===== src/rtl/pump_gain_ctrl.sv =====
module pump_gain_ctrl #(
  parameter int NCH        = 18,
  parameter int QUAL_TICKS = 340,
  parameter int RAMP_STEPS = 106,
  parameter int DEAD_CLKS  = 2,
  localparam int QW = $clog2(QUAL_TICKS + 1),
  localparam int RW = $clog2(RAMP_STEPS + 1),
  localparam int DW = $clog2(DEAD_CLKS + 1)
) (
  input  logic           clk,
  input  logic           rst_n,
  input  logic           tick,
  input  logic [NCH-1:0] drop_in,
  input  logic [NCH-1:0] chan_on,
  input  logic [NCH-1:0] chan_gpo,
  input  logic           commit,
  input  logic           grad_down_done,
  input  logic           blink_end,
  input  logic           sd_bit,
  input  logic           force_en,
  input  logic [1:0]     force_sel,
  output logic [1:0]     gain,
  output logic           shutdown,
  output logic [RW-1:0]  strength,
  output logic           ph_a,
  output logic           ph_b
);

  logic [QW-1:0] qcnt;
  logic [DW-1:0] dead;
  logic          phase;
  logic [1:0]    gain_nx;

  wire qual     = |(drop_in & chan_on & ~chan_gpo);
  wire fallback = commit | grad_down_done | blink_end;
  wire [1:0] fsel = (force_sel == 2'd3) ? 2'd2 : force_sel;
  wire step     = tick && qual && (gain != 2'd2) && (qcnt == QW'(QUAL_TICKS - 1));
  wire active   = !shutdown && (gain != 2'd0);

  assign shutdown = sd_bit | ~|chan_on;

  always_comb begin
    if (shutdown)      gain_nx = 2'd0;
    else if (force_en) gain_nx = fsel;
    else if (fallback) gain_nx = 2'd0;
    else if (step)     gain_nx = gain + 2'd1;
    else               gain_nx = gain;
  end

  always_ff @(posedge clk or negedge rst_n) begin
    if (!rst_n) begin
      gain     <= 2'd0;
      qcnt     <= '0;
      strength <= '0;
    end else begin
      gain <= gain_nx;
      if (shutdown || force_en || fallback || !qual || gain_nx != gain || gain == 2'd2)
        qcnt <= '0;
      else if (tick)
        qcnt <= qcnt + 1'b1;
      if (shutdown || gain_nx > gain)
        strength <= '0;
      else if (tick && strength < RW'(RAMP_STEPS))
        strength <= strength + 1'b1;
    end
  end

  always_ff @(posedge clk or negedge rst_n) begin
    if (!rst_n) begin
      phase <= 1'b0;
      dead  <= '0;
    end else if (!active) begin
      phase <= 1'b0;
      dead  <= '0;
    end else if (tick) begin
      phase <= ~phase;
      dead  <= DW'(DEAD_CLKS);
    end else if (dead != '0) begin
      dead  <= dead - 1'b1;
    end
  end

  assign ph_a = active && !phase && (dead == '0);
  assign ph_b = active &&  phase && (dead == '0);

  AST_PHASE_EXCL: assert property (@(posedge clk) disable iff (!rst_n) !(ph_a && ph_b));
  AST_GAIN_RANGE: assert property (@(posedge clk) disable iff (!rst_n) gain != 2'd3);
  AST_SD_UNITY: assert property (@(posedge clk) disable iff (!rst_n) shutdown |=> gain == 2'd0);
  AST_FALLBACK_UNITY: assert property (@(posedge clk) disable iff (!rst_n)
    (fallback && !shutdown && !force_en) |=> gain == 2'd0);
  AST_RISE_RAMP_ZERO: assert property (@(posedge clk) disable iff (!rst_n)
    (gain > $past(gain)) |-> strength == '0);
  AST_NO_SKIP: assert property (@(posedge clk) disable iff (!rst_n)
    (gain == 2'd2 && $past(gain) == 2'd0) |-> $past(force_en));
  AST_DEAD_GAP: assert property (@(posedge clk) disable iff (!rst_n)
    $rose(ph_b) |-> !$past(ph_a));

endmodule


===== config.mk =====
export PLATFORM = sky130hd
export DESIGN_NAME = pump_gain_ctrl
export DESIGN_NICKNAME = d
export VERILOG_FILES = /design/src/rtl/pump_gain_ctrl.sv
export SDC_FILE = /design/constraint.sdc
export NUM_CORES = 1
export LEC_CHECK = 0
export BUFFER_PORTS_ARGS = -buffer_cell sky130_fd_sc_hd__buf_4
export CORE_ASPECT_RATIO = 1.5
export CORE_MARGIN = 2
export CORE_UTILIZATION = 40
export CTS_CLUSTER_SIZE = 30
export DETAILED_ROUTE_END_ITERATION = 6
export PLACE_DENSITY_LB_ADDON = 0.3
export SYNTH_ARGS = -nofsm -noshare
export SYNTH_HDL_FRONTEND = slang
export SYNTH_SLANG_ARGS = --single-unit

===== constraint.sdc =====
create_clock -name clk -period 2.38 [get_ports clk]
set_input_delay 0.119 -clock clk [delete_from_list [all_inputs] [get_ports clk]]
set_output_delay 0.119 -clock clk [all_outputs]
set_load 0.005 [all_outputs]

# Word level (Yosys, flattened, before mapping)
# Index checks and enable logic that the tools add are counted.
dict set report word_totals {
  reg_bits 21
  in_bits 64
  output_inout_bits 12
  wordCells 65
}
dict set report op_classes {
  n_addsub 4
  magnitude_cmp 2
  n_eq_ne 7
  n_mux 14
  n_bitwise 7
  reduce_logical 26
}
# op count
set ops {}
lappend ops {{18-bit AND} 2}
lappend ops {{18-bit OR reduction} 2}
lappend ops {{9-bit 2-to-1 mux} 2}
lappend ops {{18-bit NOT} 1}
lappend ops {{2-bit 2-to-1 mux} 8}
lappend ops {{7-bit 2-to-1 mux} 2}
lappend ops {{9-bit by 1-bit adder with 9-bit output, second input constant} 1}
lappend ops {{9-bit == test, second input constant} 1}
lappend ops {{1-bit logical AND} 9}
lappend ops {{2-bit nonzero test} 4}
lappend ops {{7-bit by 1-bit adder with 7-bit output, second input constant} 1}
lappend ops {{7-bit less-than comparator, second input constant} 1}
lappend ops {{1-bit logical OR} 6}
lappend ops {{2-bit == test, second input constant} 2}
lappend ops {{1-bit zero test} 4}
lappend ops {{2-bit inequality test, second input constant} 2}
lappend ops {{3-bit by 2-bit inequality test with 1-bit output, second input constant} 1}
lappend ops {{1-bit bitwise OR} 3}
lappend ops {{2-bit by 1-bit adder with 2-bit output, second input constant} 1}
lappend ops {{2-bit > comparator} 1}
lappend ops {{2-bit zero test} 1}
lappend ops {{1-bit 2-to-1 mux} 2}
lappend ops {{2-bit inequality test} 1}
lappend ops {{2-bit by 1-bit subtractor with 2-bit output, second input constant} 1}
lappend ops {{1-bit NOT} 1}

# Depth between registers and ports, before layout
# Gate-level depths: netlist of run 1.
dict set report logic_depth {
  ltp_word 14
  mapped_depth 11
  depth_no_buf 11
}

# Least setup slack after synthesis of run 1
# No wires, ideal clock.
dict set report synth_path {
  kind {reg-to-reg}
  startpoint {reg qcnt[0]}
  endpoint {reg strength[0]}
  setup_time_ps 135
  arrival_ps 2108
  t_required_ps 2245
  path_slack_ps 138
  path_stages_with_launch 10
  path_buffers 0
  period_less_slack_ps 2242
  cell_sequence {dfrtp_1 ha_1 nand4_1 a211oi_2 mux2i_1 a31o_1 ha_1 and2_1 o21ai_1 nor2_1}
}
dict set report synth_via {
  elab_chain_cells 9
  elab_cells_between_ends 10
  classes_between {order compare: 1; eq/ne: 1; mux: 5; reduce/logical: 3}
}
# item line_no
set synth_lines {}
lappend synth_lines {{from (decl)} 29} ;# logic [QW-1:0] qcnt;
lappend synth_lines {{from (signal assigned)} 60} ;# qcnt <= qcnt + 1'b1;
lappend synth_lines {{9-bit == test *} 37} ;# wire step = tick && qual && (gain != 2'd2) && (qcnt == QW'(QUAL_TICKS - 1));
lappend synth_lines {{1-bit logical AND *} 37}
lappend synth_lines {{2-bit 2-to-1 mux *} 46} ;# else if (step) gain_nx = gain + 2'd1;
lappend synth_lines {{2-bit 2-to-1 mux *} 45} ;# else if (fallback) gain_nx = 2'd0;
lappend synth_lines {{2-bit 2-to-1 mux *} 44} ;# else if (force_en) gain_nx = fsel;
lappend synth_lines {{2-bit 2-to-1 mux *} 43} ;# if (shutdown) gain_nx = 2'd0;
lappend synth_lines {{named net gain_nx[1]} 32} ;# logic [1:0] gain_nx;
lappend synth_lines {{2-bit > comparator *} 61} ;# if (shutdown || gain_nx > gain)
lappend synth_lines {{1-bit logical OR *} 61}
lappend synth_lines {{7-bit 2-to-1 mux / 2-bit nonzero test (equally long branches)} n/a}
lappend synth_lines {{to (signal assigned)} 64} ;# strength <= strength + 1'b1;
lappend synth_lines {{to (decl)} 24} ;# output logic [RW-1:0] strength,
# The timed path passes the listed nets; every way through them passes the cells marked *.
# A chain may end at the register's enable or synchronous reset.

# Worst setup path after layout of run 1
dict set report layout_path {
  startpoint {reg qcnt[7]}
  endpoint {reg qcnt[5]}
}
dict set report layout_via {
  elab_chain_cells 10
  elab_cells_between_ends 11
  classes_between {eq/ne: 2; mux: 5; reduce/logical: 4}
}
# item line_no
set layout_lines {}
lappend layout_lines {{9-bit == test *} 37}
lappend layout_lines {{1-bit logical AND *} 37}
lappend layout_lines {{2-bit 2-to-1 mux *} 46}
lappend layout_lines {{2-bit 2-to-1 mux *} 45}
lappend layout_lines {{2-bit 2-to-1 mux *} 44}
lappend layout_lines {{2-bit 2-to-1 mux *} 43}
lappend layout_lines {{named net gain_nx[1]} 32}
lappend layout_lines {{2-bit inequality test *} 57} ;# if (shutdown || force_en || fallback || !qual || gain_nx != gain || gain == 2'd2)
lappend layout_lines {{1-bit logical OR * (2 in series)} 57}
lappend layout_lines {{9-bit 2-to-1 mux / 2-bit nonzero test (equally long branches)} n/a}
# Marked as above.

==> metrics.md, run 1 <==
| Metric | Value |
|---|---|
| Fillers | `333` |
| Routed vias | `1511` |
| Share of the synthesized area in the top cell type | `0.379` |
| Worst slew pin tran | `0.544 ns` |
| CP max-delay cell | `dfrtp_1` |
| Max_cap viols | `0` |
| Largest net degree at the start of global routing | `22` |
| Worst path required time | `2.57 ns` |
| Routed WL | `4160 um` |
| Vias per cell | `5.32` |
| Final WS setup | `0.0993 ns` |
| Die area | `3960 um^2` |
| Crit-path max cell delay | `0.41 ns` |
| RR Endpoint | `qcnt[5]` |
| Commonest non-fill, non-tap cells in the layout | `83 x buf_4, 20 x dfrtp_1, 18 x nor2_1, 15 x nand2_1` |
| Crit path kind | `reg2reg` |
| Clk sinks | `21` |
| Mean area per synthesized cell | `9.05 um^2` |
| Post-synthesis mux area share | `0.0361` |
| Synthesized area | `1390 um^2` |
| Status | `completed` |
| Syn nets | `224` |
| Worst hold slack | `0.136 ns` |
| Clock Latency Late Sink | `0.26 ns` |
| Hold EP | `gain[1]` |
| Total grt overflow | `0` |
| Layout cells sized above 1 | `0.413` |
| First-pass GRT wire length | `6330 um` |
| Pleak | `1.04 nW` |
| Synth Area in Adders | `0.0632` |
| DIE WIDTH | `52.0 um` |
| Root Driver | `clkbuf_8` |
| Initial Util | `0.413` |
| Seq/Total Area, Yosys | `0.379` |
| Clock skew | `0.00353 ns` |
| Power Total | `0.774 mW` |
| Clk slew on worst S/H paths | `0.07 ns` |
| Area contributors post-synth | `dfrtp_1 38%, xor2_1 7.6%, ha_1 6.3%` |
| Worst R2R Path Depth | `10` |
| Slew Viols, Final | `0` |
| Row count | `26` |
| Worst path cell trace | `nor3_2 -> nand4_1 -> a211oi_2 -> mux2i_1 -> a31o_1 -> ha_1 -> and2_4 -> nand4_1 -> buf_6 -> nor2_2` |
| Clock tree buffer depth | `2` |
| DR iter-0 viols | `20` |
| Area grow syn2layout | `54.9%` |
| Synth cell types | `29` |
| NumNets Final | `314` |
| CP max FO | `5` |
| Final setup violation count | `0` |
| Ant diodes | `0` |
| FF-to-FF Start | `qcnt[7]` |
| DP HPWL | `3290 um` |
| 1st-pass router iterations | `4` |
| Cell Pwr Density | `361 nW/um^2` |
| Main combinational cell family by area after synthesis | `simple AND/OR/NAND/NOR gates` |
| Synth Area in Simple Gates | `0.313` |
| RSZ-0062 raised after global routing | `yes` |
| Core ar. | `3350 um^2` |
| XOR/XNOR Fraction of Synth Area | `0.0949` |
| Slew HR | `0.634` |
| H-tree lvl count | `1` |
| Min-delay src | `force_sel[1]` |
| Most numerous cell on the critical path | `nand4_1` |
| WP data arrival | `2.47 ns` |
| I/O pin cnt | `76` |
| Worst Setup Start Kind | `register` |
| Total CTS buffers | `3` |
| Worst VDD drop | `0.325 mV` |
| Final Hold Fails | `0` |
| Tmin final | `2.28 ns` |
| Design Area, Final | `2150 um^2` |
| Worst reg-to-reg setup slack | `0.1 ns` |
| Synth Area in Compound Gates | `0.0831` |
| CTS tree | `yes` |
| Tcrit/Tclk final | `0.958` |
| Placed Instance Area | `2030 um^2` |
| Synth Instances | `153` |
| Routability cong. | `0.726` |
| GR Util All Layers | `0.206` |
| Cell taking the most area after synthesis | `dfrtp_1` |
| Hold Path Class | `in2reg` |
| Drt drc | `0` |
| Place WS | `0.0407 ns` |
| Fmax | `438 MHz` |
| Per-cell routed wire length | `14.6 um` |
| Commonest non-fill, non-tap cell in the layout | `buf_4` |
| Synth warnings | `0` |
| Port bufs | `75` |
| Hold Path Stages | `2` |
| Chip Height | `76.1 um` |
| Vias in the first global route | `1529` |
| Synthesized flop and latch total | `21` |
| ANT nets after route | `0` |
| CP endpoint kind | `register` |
| Initial antenna violation count | `0` |
[how the worst max path moves through the flow]
stage | depth (start not counted) | endpoint | slack (ns) | start
6_report | 10 | qcnt[5] | 0.1 | qcnt[7]
5_1_grt | 10 | qcnt[0] | -0.07 | qcnt[7]
4_1_cts | 10 | qcnt[5] | 0.03 | qcnt[7]
3_5_place_dp | 11 | qcnt[5] | 0.04 | chan_on[1]
3_3_place_gp | 10 | strength[6] | 0.06 | qcnt[7]
2_1_floorplan | 9 | strength[0] | 0.14 | qcnt[0]
[final cells by class]
class                      instances  area, um^2  area share
inverter                           8        30.0      0.0140
sequential                        21         527       0.245
clock inverter                     1        5.00     0.00233
multi-input combinational        123         841       0.392
tap                               42        52.6      0.0245
clock buffer                       3        41.3      0.0192
timing repair buffer              86         649       0.303
[worst max-delay path: cells and delay by family, from the launching register on]
| kind | cells | cell delay, ns |
|---|---|---|
| adder cells (fa/ha/maj) | 1 | 0.29 |
| AND/OR/NAND/NOR | 5 | 0.74 |
| AO/OA/AOI/OAI | 2 | 0.46 |
| buffers and inverters | 1 | 0.21 |
| flip-flops | 1 | 0.41 |
| multiplexers | 1 | 0.12 |
[report_power, final]
group          total (mW)  internal (mW)  switching (mW)
clock               0.228          0.116           0.111
sequential          0.368          0.362         0.00592
combinational       0.179          0.108          0.0708
[per-stage QoR]
stage	setup TNS [ns]	std cells	util
4_1_cts	0	279	0.622
6_report	0	284	0.640
5_1_grt	-0.532	284	0.640
3_5_place_dp	0	274	0.605
3_3_place_gp	0	274	0.605
2_1_floorplan	0	153	-
[cells in the mapped netlist]
cell type	number
dfrtp_1	21
a31oi_4	1
and4b_1	2
mux2i_1	5
a41oi_1	1
nor2_1	21
nor3b_1	1
nand4_1	12
o21ai_1	2
inv_1	8
a31o_1	1
nand2b_1	3
nor4_1	6
a31oi_2	1
or2_1	1
and2_1	1
and3_1	4
xnor2_1	3
a211oi_2	1
xor2_1	12
and3_2	1
o22ai_1	5
buf_6	1
nand3b_1	8
nor3_1	5
nand2_1	15
ha_1	7
a21oi_1	2
nand3_1	2
[repair_timing]
action | CTS | global route
endpoints found under the setup margin | 0 | 16
hold buffers | 1 | 0
buffers inserted | 0 | 4
gates resized for setup | 0 | 9
hold endpoints to repair | 21 | 0
[registers in the layout, indices dropped and copies added, names as in the netlist]
name,count
dead,2
phase,1
strength,7
qcnt,9
gain,2
[cell families (layout without fill, tap and decap cells)]
| group | after synthesis | count (layout) |
|---|---|---|
| multiplexers | 5 | 5 |
| AO/OA/AOI/OAI | 14 | 14 |
| XOR/XNOR | 15 | 15 |
| flip-flops | 21 | 21 |
| buffers and inverters | 9 | 98 |
| adder cells (fa/ha/maj) | 7 | 7 |
| AND/OR/NAND/NOR | 82 | 82 |
[metal layers]
layer | track usage | wire, um | up-vias
li1 | - | - | 731
met1 | 0.186 | 1380 | 704
met2 | 0.404 | 2210 | 70
met3 | 0.0706 | 532 | 6
met4 | 0.0553 | 38 | 0
met5 | 0 | 0 | -
Power figures use the tool's default switching activity.
==> inputs of run 2 (changes only) <==
--- a/config.mk
+++ b/config.mk
@@ -8,7 +8,7 @@
 export BUFFER_PORTS_ARGS = -buffer_cell sky130_fd_sc_hd__buf_4
 export CORE_ASPECT_RATIO = 1.5
 export CORE_MARGIN = 2
-export CORE_UTILIZATION = 40
+export CORE_UTILIZATION = 25
 export CTS_CLUSTER_SIZE = 30
 export DETAILED_ROUTE_END_ITERATION = 6
 export PLACE_DENSITY_LB_ADDON = 0.3
==> constraint.sdc (replaced) <==
create_clock -name clk -period 2.9 [get_ports clk]
set_input_delay 0.145 -clock clk [delete_from_list [all_inputs] [get_ports clk]]
set_output_delay 0.145 -clock clk [all_outputs]
set_load 0.005 [all_outputs]
==> run 2 against run 1 <==
Effect of this change:
- first-iteration DRC count grew 30%
- maximum frequency down 11%
- sequential cell count unchanged
- sequential power decreased by 18%
- non-clock buffer count decreased by 8
- setup slack better by 0.24 ns
- clock power down 14%
- cell count up 7.0%
- highest routed layer unchanged
==> metrics.md, run 2 (synthesis gave the netlist of run 1 again) <==
| Metric | Value |
|---|---|
| H-tree lvl count | `1` |
| Layout cells sized above 1 | `0.359` |
| First-pass GRT wire length | `5970 um` |
| Largest net degree at the start of global routing | `22` |
| GR Util All Layers | `0.126` |
| Worst Setup Start Kind | `register` |
| CTS tree | `yes` |
| Placed Instance Area | `2040 um^2` |
| Slew HR | `0.653` |
| Clk slew on worst S/H paths | `0.08 ns` |
| Vias per cell | `4.63` |
| Worst slew pin tran | `0.516 ns` |
| Total grt overflow | `0` |
| Routability cong. | `0.815` |
| WP data arrival | `2.75 ns` |
| Cell Count, Final, Fillers Out | `304` |
| Worst VDD drop | `0.194 mV` |
| Vias in the first global route | `1323` |
| Initial antenna violation count | `0` |
| Crit path kind | `reg2reg` |
| Final setup violation count | `0` |
| Design Area, Final | `2090 um^2` |
| Row count | `33` |
| Per-cell routed wire length | `13.0 um` |
| Status | `completed` |
| Worst path required time | `3.09 ns` |
| Clock skew | `0.00108 ns` |
| Root Driver | `clkbuf_8` |
| Ant diodes | `0` |
| Pleak | `0.998 nW` |
| Hold Path Class | `in2reg` |
| Drt drc | `0` |
| Tmin final | `2.56 ns` |
| Worst reg-to-reg setup slack | `0.34 ns` |
| Max_cap viols | `0` |
| Cell Pwr Density | `306 nW/um^2` |
| ANT nets after route | `0` |
| Core ar. | `5410 um^2` |
| Clock tree buffer depth | `2` |
| Die area | `6160 um^2` |
| Max reg flops | `9` |
| Chip Height | `95.2 um` |
| Initial Util | `0.256` |
| NumNets Final | `306` |
| Routed vias | `1406` |
| Fmax | `391 MHz` |
| Worst path cell trace | `ha_1 -> nand4_1 -> a211oi_2 -> mux2i_1 -> nor2_1 -> ha_1 -> and2_1 -> nand4_1 -> nor2_1` |
| Commonest non-fill, non-tap cells in the layout | `77 x buf_4, 21 x nor2_1, 21 x dfrtp_1, 15 x nand2_1` |
| DIE WIDTH | `64.8 um` |
| Post-CTS Hold Buffers | `1` |
| Slew Viols, Final | `0` |
| CP endpoint kind | `register` |
| Setup TNS | `0 ns` |
| CP max FO | `9` |
| Tcrit/Tclk final | `0.882` |
| Post-CTS Setup Bufs | `0` |
| Final Hold Fails | `0` |
| Commonest non-fill, non-tap cell in the layout | `buf_4` |
| I/O pin cnt | `76` |
| Clock Latency Late Sink | `0.26 ns` |
| Fillers | `573` |
| DP HPWL | `3190 um` |
| Clk sinks | `21` |
| Largest reg by FF count | `qcnt` |
| CP max-delay cell | `dfrtp_1` |
| Port bufs | `75` |
| Crit-path max cell delay | `0.43 ns` |
| Total CTS buffers | `3` |
| 1st-pass router iterations | `4` |
| Largest regs | `qcnt (9), strength (7)` |
| RSZ-0062 raised after global routing | `no` |
| Power Total | `0.641 mW` |
| Inst Count DP | `299` |
| Routed WL | `3940 um` |
| DR iter-0 viols | `26` |
| Area grow syn2layout | `51.2%` |
| Post-cts resize count | `0` |
[run 2: cell types whose count changed in the layout (fill, tap and decap cells not counted), sizes merged]
cell | before | now
buf | 85 | 77
clkbuf | 3 | 4
clkinv | 1 | 0
[run 2: stage by stage]
step           worst slack [ns]  hold WS, ns  utilization
2_1_floorplan             0.658       -0.151            -
3_3_place_gp              0.387       0.0464        0.377
3_5_place_dp              0.300       0.0463        0.377
4_1_cts                   0.337        0.142        0.387
5_1_grt                  0.0829        0.150        0.387
6_report                  0.341        0.144        0.387
[run 2: final cells by class]
type / instances / area [um^2] / area share
clock buffer: 4 / 45.0 / 0.0215
inverter: 8 / 30.0 / 0.0143
multi-input combinational: 123 / 818 / 0.391
sequential: 21 / 526 / 0.251
tap: 70 / 87.6 / 0.0418
timing repair buffer: 78 / 588 / 0.281
[run 2: per-layer routing]
layer	vias up	wire length [um]	GRT usage	share of wire
met4	0	78	0.0691	0.020
met5	-	0	0	0
li1	711	-	-	-
met1	648	1520	0.143	0.39
met3	5	244	0.0224	0.062
met2	42	2100	0.220	0.53
[run 2: final timing paths]
path / from / to / depth (start not counted)
worst max-delay path: qcnt[0] / qcnt[1] / 9
worst min-delay path: tick / dead[0] / 2
worst max register to register: qcnt[0] / qcnt[1] / 9
worst min register to register: phase / phase / 2
max in group asynchronous: rst_n / qcnt[8] / 2
min in group asynchronous: rst_n / strength[5] / 2
[run 2: worst max-delay path: cells and delay by family, from the launching register on]
family	cells	cell delay [ns]
AND/OR/NAND/NOR	5	0.91
adder cells (fa/ha/maj)	2	0.53
flip-flops	1	0.43
AO/OA/AOI/OAI	1	0.33
multiplexers	1	0.28
[run 2: power breakdown]
| part | total (mW) | switching, mW | internal [mW] |
|---|---|---|---|
| Sequential | 0.302 | 0.00488 | 0.297 |
| Combinational | 0.143 | 0.0564 | 0.0865 |
| Clock | 0.196 | 0.0984 | 0.0981 |
==> inputs of run 3 (changes only) <==
--- a/config.mk
+++ b/config.mk
@@ -6,12 +6,14 @@
 export NUM_CORES = 1
 export LEC_CHECK = 0
 export BUFFER_PORTS_ARGS = -buffer_cell sky130_fd_sc_hd__buf_4
+export CAP_MARGIN = 0
 export CORE_ASPECT_RATIO = 1.5
 export CORE_MARGIN = 2
 export CORE_UTILIZATION = 25
 export CTS_CLUSTER_SIZE = 30
 export DETAILED_ROUTE_END_ITERATION = 6
 export PLACE_DENSITY_LB_ADDON = 0.3
+export REMOVE_ABC_BUFFERS = 1
 export SYNTH_ARGS = -nofsm -noshare
 export SYNTH_HDL_FRONTEND = slang
 export SYNTH_SLANG_ARGS = --single-unit
==> run 3 against run 2 <==
Effect of this change:
- worst hold slack improved by 0.0027 ns
- maximum frequency rose by 0.47%
- critical path depth unchanged
- sequential share of layout area unchanged
- register-to-register slack barely moved
- sequential power hardly changed
- final area stayed put
- cell count unchanged
- total power down 2.0%
- clock-buffer cell count did not move
- largest power group unchanged
==> metrics.md, run 3 (synthesis gave the netlist of run 1 again) <==
| Metric | Value |
|---|---|
| Routability cong. | `0.817` |
| Post-CTS Setup Bufs | `0` |
| Largest regs | `qcnt (9), strength (7)` |
| Fmax | `393 MHz` |
| I/O pin cnt | `76` |
| Worst VDD drop | `0.219 mV` |
| RSZ-0062 raised after global routing | `no` |
| Largest reg by FF count | `qcnt` |
| Vias per cell | `4.61` |
| NumNets Final | `306` |
| Post-cts resize count | `0` |
| Routed WL | `4000 um` |
| Hold Path Class | `in2reg` |
| CTS tree | `yes` |
| Post-CTS Hold Buffers | `1` |
| Die area | `6160 um^2` |
| Slew HR | `0.623` |
| Worst slew pin tran | `0.560 ns` |
| Slew Viols, Final | `0` |
| Cell Pwr Density | `300 nW/um^2` |
| DR iter-0 viols | `42` |
| Place WS | `0.282 ns` |
| Ant diodes | `0` |
| Tmin final | `2.55 ns` |
| ANT nets after route | `0` |
| GR Util All Layers | `0.128` |
| Clk slew on worst S/H paths | `0.07 ns` |
| Pleak | `0.998 nW` |
| Routed vias | `1401` |
| DIE WIDTH | `64.8 um` |
| Met1 wire length | `1500 um` |
| CP max FO | `9` |
| CP endpoint kind | `register` |
| Max_cap viols | `0` |
| Top routing layer in use | `met4` |
| Status | `completed` |
| Worst path required time | `3.08 ns` |
| Clock skew | `0.00174 ns` |
| DR WL met3 | `354 um` |
| Root Driver | `clkbuf_8` |
| Commonest non-fill, non-tap cells in the layout | `77 x buf_4, 21 x nor2_1, 21 x dfrtp_1, 15 x nand2_1` |
| Vias in the first global route | `1368` |
| Design Area, Final | `2090 um^2` |
| Clock Latency Late Sink | `0.26 ns` |
| WP data arrival | `2.73 ns` |
| Initial antenna violation count | `0` |
| First-pass GRT wire length | `6180 um` |
| Final Hold Fails | `0` |
| Crit path kind | `reg2reg` |
| Area grow syn2layout | `51.2%` |
| Placed Instance Area | `2040 um^2` |
| H-tree lvl count | `1` |
| Chip Height | `95.2 um` |
| Final WS setup | `0.353 ns` |
| Drt drc | `0` |
| Core ar. | `5410 um^2` |
| Row count | `33` |
| 1st-pass router iterations | `4` |
| Clk sinks | `21` |
| Commonest non-fill, non-tap cell in the layout | `buf_4` |
| Met2 WL | `2060 um` |
| Worst Setup Start Kind | `register` |
| Tcrit/Tclk final | `0.878` |
| Max reg flops | `9` |
| Total grt overflow | `0` |
| Initial Util | `0.256` |
| Largest net degree at the start of global routing | `22` |
| Total CTS buffers | `3` |
| Port bufs | `75` |
| Setup TNS | `0 ns` |
| Layout cells sized above 1 | `0.359` |
| Per-cell routed wire length | `13.1 um` |
| Final setup violation count | `0` |
| DP HPWL | `3290 um` |
| Clock tree buffer depth | `2` |
## run 3: cell counts in the layout (fill, tap and decap cells not counted)
Identical to the previous run, type by type.
## run 3: area by class of cell
| cell class | count | area [um^2] |
|---|---|---|
| timing repair buffer | 78 | 588 |
| inverter | 8 | 30.0 |
| fill | 567 | 3310 |
| tap | 70 | 87.6 |
| sequential | 21 | 526 |
| clock buffer | 4 | 45.0 |
| multi-input combinational | 123 | 818 |
## run 3: per-stage QoR
step	utilization	power, mW	hold slack [ns]	instances
6_report	0.387	0.628	0.147	304
4_1_cts	0.387	0.637	0.147	304
3_3_place_gp	0.377	0.449	0.0463	299
3_5_place_dp	0.377	0.450	0.0428	299
2_1_floorplan	-	0.353	-0.151	152
5_1_grt	0.387	0.668	0.168	304
## run 3: layer usage
layer	vias up	global-route usage
met2	51	0.232
met5	-	0
met3	6	0.0342
met1	632	0.135
li1	712	-
met4	0	0.0621
## run 3: critical path, cell delays in order (launching register included)
cell and delay [ns]:
dfrtp_1 0.43, ha_1 0.27, nand4_1 0.13, a211oi_2 0.32, mux2i_1 0.12, a31o_1 0.21, ha_1 0.29, and2_1 0.14
nand4_1 0.35, nor2_1 0.22
## run 3: path summary, 6_finish.rpt
kind                            depth (start not counted)     from  slack, ns          end
max in group asynchronous                               2    rst_n       2.36      qcnt[6]
worst min-delay path                                    2     tick       0.15      dead[0]
min in group asynchronous                               2    rst_n       0.32  strength[1]
worst min register to register                          2  qcnt[3]       0.56      qcnt[3]
worst max-delay path                                    9  qcnt[0]       0.35      qcnt[8]
worst max register to register                          9  qcnt[0]       0.35      qcnt[8]
## run 3: report_power, final
| part | switching (mW) | internal (mW) |
|---|---|---|
| clock | 0.0858 | 0.0977 |
| combinational | 0.0561 | 0.0864 |
| sequential | 0.00503 | 0.297 |
